### src/rtl/seqx_pkg.sv
package seqx_pkg;
  localparam int DW = 32;
  localparam int HW = 16;
  localparam int ABORT_BIT = 31;

  typedef enum logic [2:0] {
    S_IDLE, S_RD_IDX, S_RD_DESC, S_XFER, S_WB, S_IRQ
  } seqx_state_e;

  typedef enum logic [1:0] {
    IRQ_NONE = 2'd0, IRQ_ABORT = 2'd1, IRQ_CNT_DONE = 2'd2, IRQ_EACH = 2'd3
  } seqx_irq_e;

  typedef struct packed {
    logic [12:0] rsvd;
    logic        chain;
    logic        each;
    logic        eos;
  } seqx_flags_t;

  function automatic logic [HW-1:0] f_cnt_next(input logic [HW-1:0] c);
    return c - HW'(1);
  endfunction

  function automatic seqx_irq_e f_irq_pick(input logic [HW-1:0] c, input logic each);
    if (c == HW'(1)) return IRQ_CNT_DONE;
    else if (each)   return IRQ_EACH;
    else             return IRQ_NONE;
  endfunction
endpackage

### src/rtl/seqx_trig_gate.sv
module seqx_trig_gate #(
  parameter int BW = 8
) (
  input  logic          clk,
  input  logic          rst_n,
  input  logic          trig,
  input  logic [BW-1:0] rx_byte,
  input  logic          take,
  input  logic          en_set,
  input  logic          en_clr,
  input  logic          hw_clr,
  output logic          pend,
  output logic [BW-1:0] pend_byte,
  output logic          en_q
);
  always_ff @(posedge clk) begin
    if (!rst_n) begin
      pend      <= 1'b0;
      pend_byte <= '0;
      en_q      <= 1'b0;
    end else begin
      if (trig) begin
        pend      <= 1'b1;
        pend_byte <= rx_byte;
      end else if (take) begin
        pend <= 1'b0;
      end
      if (hw_clr || en_clr) en_q <= 1'b0;
      else if (en_set)      en_q <= 1'b1;
    end
  end
endmodule

### src/rtl/seqx_irq_pick.sv
module seqx_irq_pick
  import seqx_pkg::*;
(
  input  logic [HW-1:0] cnt,
  input  logic          each,
  output seqx_irq_e     code,
  output logic          need
);
  always_comb begin
    code = f_irq_pick(cnt, each);
    need = (code != IRQ_NONE);
  end
endmodule

### src/rtl/seq_xfer_ctrl.sv
module seq_xfer_ctrl
  import seqx_pkg::*;
#(
  parameter int            AW        = 16,
  parameter int            BW        = 8,
  parameter logic [AW-1:0] IDX_BASE  = AW'('h100),
  parameter logic [AW-1:0] BYTE_ADDR = AW'('h080)
) (
  input  logic          clk,
  input  logic          rst_n,
  input  logic          trig,
  input  logic [BW-1:0] rx_byte,
  input  logic          en_set,
  input  logic          en_clr,
  output logic          en_q,
  output logic          mem_re,
  output logic          mem_we,
  output logic [AW-1:0] mem_addr,
  output logic [DW-1:0] mem_wdata,
  input  logic [DW-1:0] mem_rdata,
  output logic          irq,
  output logic [1:0]    irq_code
);
  localparam logic [AW-1:0] STEP = AW'(2);

  seqx_state_e   st;
  logic [1:0]    ph;
  logic [AW-1:0] ptr, src, dst;
  logic [HW-1:0] cnt;
  seqx_flags_t   flg;
  logic [BW-1:0] byte_q;
  logic          seq_on, ret_desc;
  seqx_irq_e     code_q;

  // named events
  logic          pend, accept, drop, hw_abort, wb_done, cont;
  logic [BW-1:0] pend_byte;
  seqx_irq_e     pick_code;
  logic          pick_need;

  assign accept   = (st == S_IDLE) && pend && en_q;
  assign drop     = (st == S_IDLE) && pend && !en_q;
  assign hw_abort = (st == S_RD_IDX) && (ph == 2'd1) && mem_rdata[ABORT_BIT];
  assign wb_done  = (st == S_WB) && (ph == 2'd1);
  assign cont     = !flg.eos && flg.chain;

  seqx_trig_gate #(.BW(BW)) u_gate (
    .clk(clk), .rst_n(rst_n), .trig(trig), .rx_byte(rx_byte),
    .take(accept || drop), .en_set(en_set), .en_clr(en_clr),
    .hw_clr(hw_abort), .pend(pend), .pend_byte(pend_byte), .en_q(en_q)
  );

  seqx_irq_pick u_pick (
    .cnt(cnt), .each(flg.each), .code(pick_code), .need(pick_need)
  );

  always_comb begin
    mem_re    = 1'b0;
    mem_we    = 1'b0;
    mem_addr  = '0;
    mem_wdata = '0;
    case (st)
      S_IDLE: if (accept) begin
        mem_we    = 1'b1;
        mem_addr  = BYTE_ADDR;
        mem_wdata = DW'(pend_byte);
      end
      S_RD_IDX: if (ph == 2'd0) begin
        mem_re   = 1'b1;
        mem_addr = IDX_BASE + AW'(byte_q);
      end
      S_RD_DESC: begin
        if (ph == 2'd0) begin
          mem_re   = 1'b1;
          mem_addr = ptr;
        end else if (ph == 2'd1) begin
          mem_re   = 1'b1;
          mem_addr = ptr + AW'(1);
        end
      end
      S_XFER: begin
        if (ph == 2'd0) begin
          mem_re   = 1'b1;
          mem_addr = src;
        end else begin
          mem_we    = 1'b1;
          mem_addr  = dst;
          mem_wdata = mem_rdata;
        end
      end
      S_WB: begin
        mem_we = 1'b1;
        if (ph == 2'd0) begin
          mem_addr  = ptr;
          mem_wdata = {HW'(dst + AW'(1)), HW'(src + AW'(1))};
        end else begin
          mem_addr  = ptr + AW'(1);
          mem_wdata = {flg, f_cnt_next(cnt)};
        end
      end
      default: ;
    endcase
  end

  always_ff @(posedge clk) begin
    if (!rst_n) begin
      st       <= S_IDLE;
      ph       <= 2'd0;
      ptr      <= '0;
      src      <= '0;
      dst      <= '0;
      cnt      <= '0;
      flg      <= '0;
      byte_q   <= '0;
      seq_on   <= 1'b0;
      ret_desc <= 1'b0;
      code_q   <= IRQ_NONE;
    end else begin
      case (st)
        S_IDLE: begin
          ph <= 2'd0;
          if (accept) begin
            byte_q <= pend_byte;
            st     <= seq_on ? S_RD_DESC : S_RD_IDX;
          end
        end
        S_RD_IDX: begin
          if (ph == 2'd0) ph <= 2'd1;
          else begin
            ph <= 2'd0;
            if (mem_rdata[ABORT_BIT]) begin
              code_q   <= IRQ_ABORT;
              ret_desc <= 1'b0;
              st       <= S_IRQ;
            end else begin
              ptr <= mem_rdata[AW-1:0];
              st  <= S_RD_DESC;
            end
          end
        end
        S_RD_DESC: begin
          case (ph)
            2'd0: ph <= 2'd1;
            2'd1: begin
              src <= mem_rdata[AW-1:0];
              dst <= mem_rdata[HW+AW-1:HW];
              ph  <= 2'd2;
            end
            2'd2: begin
              flg <= mem_rdata[DW-1:HW];
              cnt <= mem_rdata[HW-1:0];
              ph  <= 2'd0;
              st  <= S_XFER;
            end
            default: begin
              ph <= 2'd0;
              st <= S_IDLE;
            end
          endcase
        end
        S_XFER: begin
          if (ph == 2'd0) ph <= 2'd1;
          else begin
            ph <= 2'd0;
            st <= S_WB;
          end
        end
        S_WB: begin
          if (!wb_done) ph <= 2'd1;
          else begin
            ph     <= 2'd0;
            seq_on <= !flg.eos;
            ptr    <= ptr + STEP;
            if (pick_need) begin
              code_q   <= pick_code;
              ret_desc <= cont;
              st       <= S_IRQ;
            end else begin
              st <= cont ? S_RD_DESC : S_IDLE;
            end
          end
        end
        S_IRQ: begin
          ph <= 2'd0;
          st <= ret_desc ? S_RD_DESC : S_IDLE;
        end
        default: st <= S_IDLE;
      endcase
    end
  end

  assign irq      = (st == S_IRQ);
  assign irq_code = irq ? 2'(code_q) : 2'b00;
endmodule

### config.mk
export PLATFORM = sky130hd
export DESIGN_NAME = seq_xfer_ctrl
export DESIGN_NICKNAME = d
export VERILOG_FILES = /design/src/rtl/seqx_pkg.sv /design/src/rtl/seqx_trig_gate.sv /design/src/rtl/seqx_irq_pick.sv /design/src/rtl/seq_xfer_ctrl.sv
export SDC_FILE = /design/constraint.sdc
export NUM_CORES = 1
export LEC_CHECK = 0
export ABC_AREA = 1
export BUFFER_PORTS_ARGS = -buffer_cell sky130_fd_sc_hd__buf_2
export CORE_ASPECT_RATIO = 1.25
export CORE_UTILIZATION = 40
export CTS_CLUSTER_DIAMETER = 120
export DETAILED_ROUTE_END_ITERATION = 8
export PLACE_DENSITY_LB_ADDON = 0.3
export SLEW_MARGIN = 20
export SYNTH_ARGS = -nofsm -noshare
export SYNTH_HDL_FRONTEND = slang
export SYNTH_SLANG_ARGS = --single-unit
### constraint.sdc
create_clock -name clk -period 2.55 [get_ports clk]
set_input_delay 0.6375 -clock clk [delete_from_list [all_inputs] [get_ports clk]]
set_output_delay 0.6375 -clock clk [all_outputs]
set_load 0.005 [all_outputs]
==> out/qor.json, run 1 <==
{
  "result_of_the_run": {"value": "completed"},
  "report.final.hold_viol_count": {"value": 0},
  "areaGrowthSynthToFinish": {"value": 27.2, "unit": "%"},
  "irDropWorstVdd": {"value": 0.000293, "unit": "V"},
  "syn_avg_cell_area": {"value": 6.12, "unit": "um2"},
  "chipWidth": {"value": 117, "unit": "um"},
  "power_switching": {"value": 1340, "unit": "uW"},
  "detailedRoute.firstIterationViolations": {"value": 830},
  "final_wirelength": {"value": 23800, "unit": "um"},
  "crit_arrival": {"value": 1.89, "unit": "ns"},
  "num_rows": {"value": 52},
  "htreeDepth": {"value": 3},
  "clock_path_buffers": {"value": 2},
  "power.sequential.fraction": {"value": 45.0, "unit": "%"},
  "port-buffer-count": {"value": 98},
  "rr_worst_depth": {"value": 11},
  "power.share.switching": {"value": 33.0, "unit": "%"},
  "grt_pass1_wl": {"value": 36400, "unit": "um"},
  "critical-path-max-stage-delay": {"value": 0.39, "unit": "ns"},
  "io-pin-count": {"value": 99},
  "die_area": {"value": 17000, "unit": "um2"},
  "core_region_area": {"value": 16100, "unit": "um2"},
  "cap_violations": {"value": 0},
  "synth.net_count": {"value": 1125},
  "cpMostUsedCell": {"value": "sky130_fd_sc_hd__nand2_1"},
  "share_clk_of_total_power": {"value": 33.3, "unit": "%"},
  "minimum_clock_period_after_layout": {"value": 2.52, "unit": "ns"},
  "worstSetupPathDepth": {"value": 10},
  "r2r-start": {"value": "st[0]"},
  "drt-pass1-iter-count": {"value": 6},
  "fin_worst_hold_slack": {"value": 0.429, "unit": "ns"},
  "fin_util": {"value": 51.8, "unit": "%"},
  "cp.required": {"value": 1.91, "unit": "ns"},
  "detail_route.wl_per_cell": {"value": 16.7, "unit": "um"},
  "syn-instance-count": {"value": 1074},
  "netlist-cell-type-count": {"value": 38},
  "gr-usage-all-layers": {"value": 28.1, "unit": "%"},
  "post_dp_cell_area": {"value": 7420, "unit": "um2"},
  "timing.final.crit_share": {"value": 98.9, "unit": "%"},
  "first_global_vias": {"value": 6970},
  "tightestPinTransition": {"value": 0.665, "unit": "ns"},
  "power_report.internal_total": {"value": 2730, "unit": "uW"},
  "final-setup-viol-count": {"value": 0},
  "drc_errors": {"value": 0},
  "cp_num_buf_inv": {"value": 2},
  "grt_antenna_before_repair": {"value": 0},
  "vias": {"value": 7667},
  "tritoncts.num_buffers": {"value": 9},
  "fmax": {"value": 396, "unit": "MHz"},
  "slew_headroom": {"value": 55.6, "unit": "%"},
  "comb_power_share": {"value": 21.8, "unit": "%"},
  "report.power.total": {"value": 4070, "unit": "uW"},
  "cell_area_synth": {"value": 6580, "unit": "um2"},
  "clock_insertion_delay_worst_skew": {"value": 0.37, "unit": "ns"},
  "tritoncts": {"value": "yes"},
  "timing.critical_path.to": {"value": "mem_addr[10]"},
  "timing.critical_path.to_type": {"value": "output port"},
  "setup.worst_path.class": {"value": "flip-flop to output port"},
  "critical_path.reg2reg.endpoint": {"value": "ptr[6]"},
  "timing.critical_path.slowest_stage_cell": {"value": "sky130_fd_sc_hd__dfxtp_4"},
  "die_height": {"value": 145, "unit": "um"},
  "post_route_cells_drive_above_1_share": {"value": 25.1, "unit": "%"},
  "globalRouteOverflowTotal": {"value": 0},
  "power_density": {"value": 487, "unit": "nW/um2"},
  "routed_via_density": {"value": 5.40},
  "synth-seq-area-share": {"value": 32.6, "unit": "%"},
  "reg2reg_setup_slack": {"value": 0.59, "unit": "ns"},
  "yosys_warnings": {"value": 0},
  "num_antenna_cells": {"value": 0},
  "critPathLaunch": {"value": "ptr[1]"},
  "timing.critical_path.from_type": {"value": "flip-flop"},
  "summed_area_of_non_filler_cells_in_the_final_layout": {"value": 8360, "unit": "um2"},
  "totalNegativeSetupSlack": {"value": 0, "unit": "ns"},
  "dpl.hpwl": {"value": 17200, "unit": "um"},
  "path_clk_slew": {"value": 0.08, "unit": "ns"},
  "start_util": {"value": 40.8, "unit": "%"},
  "synth_seq_cells": {"value": 107},
  "clock-skew-final": {"value": 0.0151, "unit": "ns"},
  "clock_root_buffer": {"value": "sky130_fd_sc_hd__clkbuf_16"},
  "power_leakage": {"value": 0.00359, "unit": "uW"},
  "cts.sinks": {"value": 107},
  "gp_congestion": {"value": 1.00},
  "min-delay-path-class": {"value": "input port to flip-flop"},
  "grt_setup_unrepaired": {"value": "true"},
  "detail-route-antenna-nets": {"value": 0},
  "gate_family_responsible_for_the_most_delay_along_the_worst_path": {"value": "simple AND/OR/NAND/NOR gates"},
  "grt_start_max_net_pins": {"value": 58},
  "final_net_count": {"value": 1250},
  "critical_path_cell_by_cell": {"value": "ha_4, nand2_1, nand3b_1, nor2_2, buf_4, nand2_2, nor3_2, o21ai_1, nand2_1, buf_2"},
  "worstPathMaxFanout": {"value": 4},
  "final_max_slew_viol_count": {"value": 0}
}
==> repair_timing <==
action	CTS	global route
pin swaps	9	28
setup buffers	6	16
setup endpoints to repair	46	45
gates cloned	0	2
gates resized for setup	71	89
hold buffers	0	0
==> registers in the layout, summed over array words and instances (netlist names) <==
| signal | cells |
|---|---|
| ph | 2 |
| byte_q | 8 |
| flg | 16 |
| u_gate.pend | 1 |
| st | 3 |
| u_gate.pend_byte | 8 |
| ptr | 16 |
| code_q | 2 |
| cnt | 16 |
| src | 16 |
| u_gate.en_q | 1 |
| dst | 16 |
| ret_desc | 1 |
| seq_on | 1 |
==> cells in the mapped netlist <==
cell                        number  share of area, %
sky130_fd_sc_hd__nor3_1         10              0.76
sky130_fd_sc_hd__nor4_1          1             0.095
sky130_fd_sc_hd__nor2_4          3              0.51
sky130_fd_sc_hd__inv_4           1             0.095
sky130_fd_sc_hd__a31oi_1         1             0.095
sky130_fd_sc_hd__nand2_4         1              0.17
sky130_fd_sc_hd__buf_1           1             0.057
sky130_fd_sc_hd__nor2_1        174               9.9
sky130_fd_sc_hd__clkbuf_1       22               1.3
sky130_fd_sc_hd__nand2_1       248                14
sky130_fd_sc_hd__xor2_1         13               1.7
sky130_fd_sc_hd__nand3_1        73               5.6
sky130_fd_sc_hd__nand3_2         1              0.15
sky130_fd_sc_hd__a21oi_1        92               7.0
sky130_fd_sc_hd__buf_4           1              0.11
sky130_fd_sc_hd__a41oi_1         1              0.13
sky130_fd_sc_hd__clkinv_1        3              0.17
sky130_fd_sc_hd__o21ai_1         5              0.38
sky130_fd_sc_hd__ha_1            6               1.1
sky130_fd_sc_hd__nand3b_1        5              0.57
sky130_fd_sc_hd__inv_2          10              0.57
sky130_fd_sc_hd__o2111ai_1       1              0.13
sky130_fd_sc_hd__or2_2           3              0.29
sky130_fd_sc_hd__a22oi_1        12               1.4
sky130_fd_sc_hd__nand4_1         8              0.76
sky130_fd_sc_hd__buf_6           1              0.17
sky130_fd_sc_hd__nand2_2         3              0.29
sky130_fd_sc_hd__o22ai_1         1             0.095
sky130_fd_sc_hd__nor3_2          2              0.30
sky130_fd_sc_hd__nor2_2          3              0.29
sky130_fd_sc_hd__o21bai_1        1              0.11
sky130_fd_sc_hd__inv_1          78               4.5
sky130_fd_sc_hd__o221ai_1        1              0.13
sky130_fd_sc_hd__buf_2          20               1.5
sky130_fd_sc_hd__o211ai_1       10               1.1
sky130_fd_sc_hd__xnor2_1         4              0.53
sky130_fd_sc_hd__dfxtp_1       107                33
sky130_fd_sc_hd__o21ai_0       147                11
==> how the worst min path moves through the flow <==
stage                   to  depth (start not counted)       from
2_1_floorplan    code_q[1]                          2  code_q[1]
3_3_place_gp     byte_q[1]                          2  byte_q[1]
3_5_place_dp     byte_q[1]                          2  byte_q[1]
4_1_cts        u_gate.en_q                          2     en_clr
5_1_grt        u_gate.en_q                          2     en_clr
6_report       u_gate.en_q                          2     en_clr
==> power groups by stage <==
| stage | clock network [uW] | registers, uW | logic (uW) |
|---|---|---|---|
| after floorplan | 0 | 1840 | 518 |
| after global placement | 0 | 1850 | 794 |
| after detailed placement | 0 | 1850 | 794 |
| after CTS | 1360 | 1820 | 818 |
| after global routing | 1430 | 1840 | 979 |
| final | 1350 | 1830 | 886 |
==> cell families after synthesis <==
| family | share of synthesized area [%] |
|---|---|
| adders and majority gates | 1.14 |
| DFF | 32.6 |
| buffers and inverters | 8.41 |
| AOI/OAI and AO/OA | 21.8 |
| and+or+nand+nor | 33.8 |
| xor gates and xnor gates | 2.26 |
==> layout by cell type, fill, tap and decap left out, types with 11 or more instances in the layout <==
master	netlist	routed
sky130_fd_sc_hd__a21oi_1	92	89
sky130_fd_sc_hd__buf_2	20	98
sky130_fd_sc_hd__buf_4	1	51
sky130_fd_sc_hd__clkbuf_16	0	11
sky130_fd_sc_hd__dfxtp_1	107	82
sky130_fd_sc_hd__dfxtp_2	0	17
sky130_fd_sc_hd__inv_1	78	72
sky130_fd_sc_hd__inv_2	10	13
sky130_fd_sc_hd__nand2_1	248	230
sky130_fd_sc_hd__nand2_2	3	15
sky130_fd_sc_hd__nand3_1	73	69
sky130_fd_sc_hd__nor2_1	174	149
sky130_fd_sc_hd__nor2_2	3	17
sky130_fd_sc_hd__nor2_4	3	14
sky130_fd_sc_hd__o21ai_0	147	132
sky130_fd_sc_hd__o21ai_1	5	18
sky130_fd_sc_hd__xor2_1	13	13
==> area by class of cell <==
type	instances	area (um2)
Timing Repair Buffer	159	1030
Clock buffer	10	229
Tap cell	216	270
Inverter	92	364
Sequential cell	107	2190
Fill cell	1701	7770
Multi-Input combinational cell	830	4240
Clock inverter	6	42.5
==> through the flow <==
| stage | std cells | worst slack (ns) |
|---|---|---|
| 2_1_floorplan | 1074 | 0.500 |
| 3_3_place_gp | 1380 | 0.127 |
| 3_5_place_dp | 1380 | 0.110 |
| 4_1_cts | 1402 | -0.0114 |
| 5_1_grt | 1420 | -0.0945 |
| 6_report | 1420 | 0.0269 |
==> metal layers <==
layer / up-vias / global-route usage (%) / share of wire [%]
li1: 3784 / - / -
met1: 3517 / 37.0 / 41
met2: 308 / 45.8 / 48
met3: 58 / 3.25 / 7.1
met4: 0 / 12.0 / 3.4
met5: - / 0 / 0
No activity file was read; power rests on OpenSTA's default activity.
==> inputs of run 2 (changes only) <==
--- a/config.mk
+++ b/config.mk
@@ -5,7 +5,7 @@
 export SDC_FILE = /design/constraint.sdc
 export NUM_CORES = 1
 export LEC_CHECK = 0
-export ABC_AREA = 1
+export ABC_AREA = 0
 export BUFFER_PORTS_ARGS = -buffer_cell sky130_fd_sc_hd__buf_2
 export CORE_ASPECT_RATIO = 1.25
 export CORE_UTILIZATION = 40
==> run 2 against run 1 <==
Effect of this change: the run now ends with negative setup slack left; clock power is 16% higher; wire length is 8.8% higher; sequential share of layout area is 2.9 points lower; cell count is 9.4% lower; sequential cell count stayed put; global-route usage is 0.87 points higher; non-clock buffer count is 72 higher; combinational power is 78% lower; cell area is 12% higher; area after synthesis is 2.5% higher; maximum frequency is 15% lower; critical endpoint is now mem_addr[13].
==> out/qor.json, run 2 <==
{
  "result_of_the_run": {"value": "finished, violations left"},
  "violations_in_the_final_reports": {"value": "negative setup slack"},
  "gate_family_responsible_for_the_most_delay_along_the_worst_path": {"value": "simple AND/OR/NAND/NOR gates"},
  "timing.critical_path.to": {"value": "mem_addr[13]"},
  "cts.sinks": {"value": 107, "change": "unchanged"},
  "worstSetupPathDepth": {"value": 7, "change": "-3"},
  "post-synth-top-area-cell": {"value": "sky130_fd_sc_hd__dfxtp_1"},
  "report.final.hold_viol_count": {"value": 0, "change": "unchanged"},
  "worstPathMaxFanout": {"value": 2, "change": "-2"},
  "post_route_cells_drive_above_1_share": {"value": 33.8, "unit": "%", "change": "+8.7 points"},
  "gr-usage-all-layers": {"value": 28.9, "unit": "%", "change": "+0.87 points"},
  "critical-path-max-stage-delay": {"value": 0.44, "unit": "ns", "change": "+0.05 ns"},
  "synth_enable_flop_cells": {"value": 0, "change": "unchanged"},
  "min-delay-path-class": {"value": "input port to flip-flop"},
  "yosys.cell_count.top_type": {"value": "sky130_fd_sc_hd__nand2_1"},
  "cell_area_synth": {"value": 6740, "unit": "um2", "change": "+2.5%"},
  "rr_worst_depth": {"value": 9, "change": "-2"},
  "fmax": {"value": 335, "unit": "MHz", "change": "-15%"},
  "grt.busiest_layer": {"value": "met2"},
  "chipWidth": {"value": 118, "unit": "um", "change": "+1.2%"},
  "yosys_warnings": {"value": 0, "change": "unchanged"},
  "num_rows": {"value": 52, "change": "unchanged"},
  "cp_num_buf_inv": {"value": 1, "change": "-1"},
  "synth_area_leaders": {"value": "sky130_fd_sc_hd__dfxtp_1 (32%), sky130_fd_sc_hd__nand2_1 (11%), sky130_fd_sc_hd__a21boi_0 (6.9%), sky130_fd_sc_hd__xor2_1 (3.4%), sky130_fd_sc_hd__a22oi_1 (3.3%)"},
  "groute.layer.met2.usage": {"value": 48.6, "unit": "%", "change": "+2.8 points"},
  "critPathLaunch": {"value": "ptr[2]"},
  "final_max_slew_viol_count": {"value": 0, "change": "unchanged"},
  "timing.critical_path.to_type": {"value": "output port"},
  "yosys_top_cell_area_share": {"value": 31.8, "unit": "%", "change": "-0.79 points"},
  "clock_path_buffers": {"value": 2, "change": "unchanged"},
  "timing.critical_path.from_type": {"value": "flip-flop"},
  "grt_pass1_wl": {"value": 39200, "unit": "um", "change": "+7.8%"},
  "syn_avg_cell_area": {"value": 7.50, "unit": "um2", "change": "+22%"},
  "detailedRoute.firstIterationViolations": {"value": 649, "change": "-22%"},
  "start_util": {"value": 41.3, "unit": "%", "change": "+0.51 points"},
  "die_height": {"value": 147, "unit": "um", "change": "+1.2%"},
  "seq_area": {"value": 2200, "unit": "um2", "change": "+0.11%"},
  "final_net_count": {"value": 1117, "change": "-11%"},
  "synth_seq_cells": {"value": 107, "change": "unchanged"},
  "layout_common_cells": {"value": "sky130_fd_sc_hd__nand2_1 (201), sky130_fd_sc_hd__buf_2 (99), sky130_fd_sc_hd__buf_4 (87)"},
  "drt-pass1-iter-count": {"value": 5, "change": "-1"},
  "power_switching": {"value": 790, "unit": "uW", "change": "-41%"},
  "irDropWorstVdd": {"value": 0.000302, "unit": "V", "change": "+2.9%"},
  "tritoncts": {"value": "yes"},
  "final-setup-viol-count": {"value": 36, "change": "+36"},
  "grt_antenna_before_repair": {"value": 0, "change": "unchanged"},
  "io-pin-count": {"value": 99, "change": "unchanged"},
  "die_area": {"value": 17400, "unit": "um2", "change": "+2.4%"},
  "r2r-start": {"value": "st[2]"},
  "drc_errors": {"value": 0, "change": "unchanged"},
  "clock_insertion_delay_worst_skew": {"value": 0.36, "unit": "ns", "change": "about the same"},
  "share_clk_of_total_power": {"value": 45.5, "unit": "%", "change": "+12 points"},
  "timing.final.crit_share": {"value": 117, "unit": "%", "change": "+18 points"},
  "grt_start_max_net_pins": {"value": 34, "change": "-41%"},
  "netlist_top_cells_count": {"value": "sky130_fd_sc_hd__nand2_1 (206), sky130_fd_sc_hd__dfxtp_1 (107), sky130_fd_sc_hd__a21boi_0 (62)"},
  "power_leakage": {"value": 0.00361, "unit": "uW", "change": "+0.49%"},
  "detail-route-antenna-nets": {"value": 0, "change": "unchanged"},
  "synth-main-ff-cell": {"value": "sky130_fd_sc_hd__dfxtp_1"},
  "grt_setup_unrepaired": {"value": "true"},
  "totalNegativeSetupSlack": {"value": -3.77, "unit": "ns", "change": "-3.77 ns"},
  "met1_usage": {"value": 35.2, "unit": "%", "change": "-1.9 points"},
  "num_antenna_cells": {"value": 0, "change": "unchanged"},
  "worst_hold_path.num_cells": {"value": 2, "change": "unchanged"},
  "path_clk_slew": {"value": 0.07, "unit": "ns", "change": "about the same"},
  "first_global_vias": {"value": 7167, "change": "+2.8%"},
  "gp_congestion": {"value": 0.927, "change": "-7.8%"},
  "async_reset_ff_share": {"value": 0, "unit": "%", "change": "unchanged"},
  "critical_path.reg2reg.endpoint": {"value": "ptr[3]"},
  "areaGrowthSynthToFinish": {"value": 39.6, "unit": "%"},
  "synth-seq-area-share": {"value": 31.8, "unit": "%", "change": "-0.79 points"},
  "report.power.total": {"value": 3440, "unit": "uW", "change": "-16%"},
  "port-buffer-count": {"value": 98, "change": "unchanged"},
  "critical_path_cell_by_cell": {"value": "ha_4, nand3_4, or3_4, or4_4, xnor2_2, a221o_1, buf_2"},
  "cap_violations": {"value": 0, "change": "unchanged"},
  "crit_arrival": {"value": 2.34, "unit": "ns", "change": "+0.45 ns"},
  "multi_input_logic_area": {"value": 4820, "unit": "um2", "change": "+14%"},
  "fin_util": {"value": 57.6, "unit": "%", "change": "+5.8 points"},
  "dpl.hpwl": {"value": 17900, "unit": "um", "change": "+3.9%"},
  "tritoncts.num_buffers": {"value": 9, "change": "unchanged"},
  "htreeDepth": {"value": 3, "change": "unchanged"},
  "vias": {"value": 7599, "change": "-0.89%"},
  "power_density": {"value": 365, "unit": "nW/um2", "change": "-25%"},
  "final_wirelength": {"value": 25900, "unit": "um", "change": "+8.8%"},
  "tightestPinTransition": {"value": 0.579, "unit": "ns", "change": "-0.0860 ns"},
  "clock_root_buffer": {"value": "sky130_fd_sc_hd__clkbuf_16"},
  "comb_power_share": {"value": 5.7, "unit": "%", "change": "-16 points"},
  "power.share.switching": {"value": 23.0, "unit": "%", "change": "-10 points"},
  "minimum_clock_period_after_layout": {"value": 2.98, "unit": "ns", "change": "+0.458 ns"},
  "clock-skew-final": {"value": 0.00721, "unit": "ns", "change": "-0.00787 ns"},
  "netlist-cell-type-count": {"value": 70, "change": "+84%"},
  "core_region_area": {"value": 16300, "unit": "um2", "change": "+1.2%"},
  "power_report.internal_total": {"value": 2650, "unit": "uW", "change": "-3.0%"},
  "reg2reg_setup_slack": {"value": 0.17, "unit": "ns", "change": "-0.42 ns"},
  "post-route-worst-setup-slack": {"value": -0.431, "unit": "ns", "change": "-0.458 ns"},
  "synth.net_count": {"value": 950, "change": "-16%"},
  "power.sequential.fraction": {"value": 48.8, "unit": "%", "change": "+3.8 points"},
  "globalRouteOverflowTotal": {"value": 0, "change": "unchanged"},
  "detail_route.wl_per_cell": {"value": 20.1, "unit": "um", "change": "+20%"},
  "n_fill_cell": {"value": 1456, "change": "-14%"},
  "mostFrequentLayoutCell": {"value": "sky130_fd_sc_hd__nand2_1"},
  "slew_headroom": {"value": 61.4, "unit": "%", "change": "+5.7 points"},
  "routed_via_density": {"value": 5.90, "change": "+9.4%"},
  "cp.required": {"value": 1.91, "unit": "ns", "change": "about the same"},
  "syn-instance-count": {"value": 899, "change": "-16%"},
  "setup.worst_path.class": {"value": "flip-flop to output port"},
  "gr-usage-met3": {"value": 5.12, "unit": "%", "change": "+1.9 points"},
  "timing.critical_path.slowest_stage_cell": {"value": "sky130_fd_sc_hd__or4_4"}
}
run 2: cell types whose count changed after synthesis, sizes merged, moves of 12 or more:
cell / before / now
nor4: 1 / 13
a21boi: 0 / 78
xnor2: 4 / 26
o21ai: 152 / 52
nor2b: 0 / 16
a21oi: 92 / 26
nand2: 252 / 207
inv: 89 / 9
xor2: 13 / 26
clkbuf: 22 / 55
mux2i: 0 / 13
a22oi: 12 / 30
nand3: 74 / 30
nor2: 180 / 44
run 2: worst reg2reg max path, delay by kind of cell, from the launching register on:
| kind | cells | cell delay [ns] |
|---|---|---|
| compound gates | 2 | 0.42 |
| buf+inv | 4 | 0.54 |
| flops | 1 | 0.42 |
| simple gates | 3 | 0.89 |
run 2: through the flow:
stage / hold slack, ns / instance area, um2 / worst slack [ns] / std cells
CTS: 0.424 / 8860 / -0.440 / 1257
detailed placement: 0.445 / 7940 / -0.0582 / 1223
finish: 0.431 / 9410 / -0.431 / 1287
global placement: 0.441 / 7940 / -0.0394 / 1223
floorplan: 0.432 / 6760 / 0.000549 / 899
global route: 0.427 / 9410 / -0.506 / 1287
run 2: routing by layer:
metal / routed length [um] / share of wire [%]
met1: 10100 / 39
met2: 12700 / 49
met3: 1880 / 7.3
met4: 1250 / 4.8
met5: 0 / 0
run 2: timing repair:
action | CTS | global route
buffers inserted | 17 | 29
hold buffers | 0 | 0
gates cloned | 1 | 2
setup endpoints to repair | 47 | 48
gates resized for setup | 125 | 82
pin swaps | 41 | 57
run 2: kinds of logic (layout without fill, tap and decap cells):
group	Yosys count	in the layout	synth area share, %
xor gates and xnor gates	52	52	6.87
buffers and inverters	84	256	5.12
and+or+nand+nor	390	390	28.0
AOI/OAI and AO/OA	247	247	25.2
DFF	107	107	31.8
adders and majority gates	6	6	1.11
muxes	13	13	1.93
run 2: layout make-up:
cell class                 count  area share, %
multi-input combinational    708           51.2
sequential                   107           23.3
timing repair buffer         231           18.7
tap                          216           2.87
clock buffer                  11           2.58
clock inverter                 5          0.878
inverter                       9          0.386
run 2: worst min-delay path by stage:
stage,startpoint,to
CTS,en_clr,u_gate.en_q
global route,en_clr,u_gate.en_q
finish,en_clr,u_gate.en_q
floorplan,flg[5],flg[5]
global placement,flg[13],flg[13]
detailed placement,flg[14],flg[14]
run 2: power groups by stage:
stage / clock (uW) / combinational (uW) / sequential [uW]
finish: 1560 / 195 / 1680
global route: 1670 / 206 / 1680
CTS: 1580 / 188 / 1680
detailed placement: 0 / 184 / 1720
global placement: 0 / 184 / 1720
floorplan: 0 / 80.8 / 1720
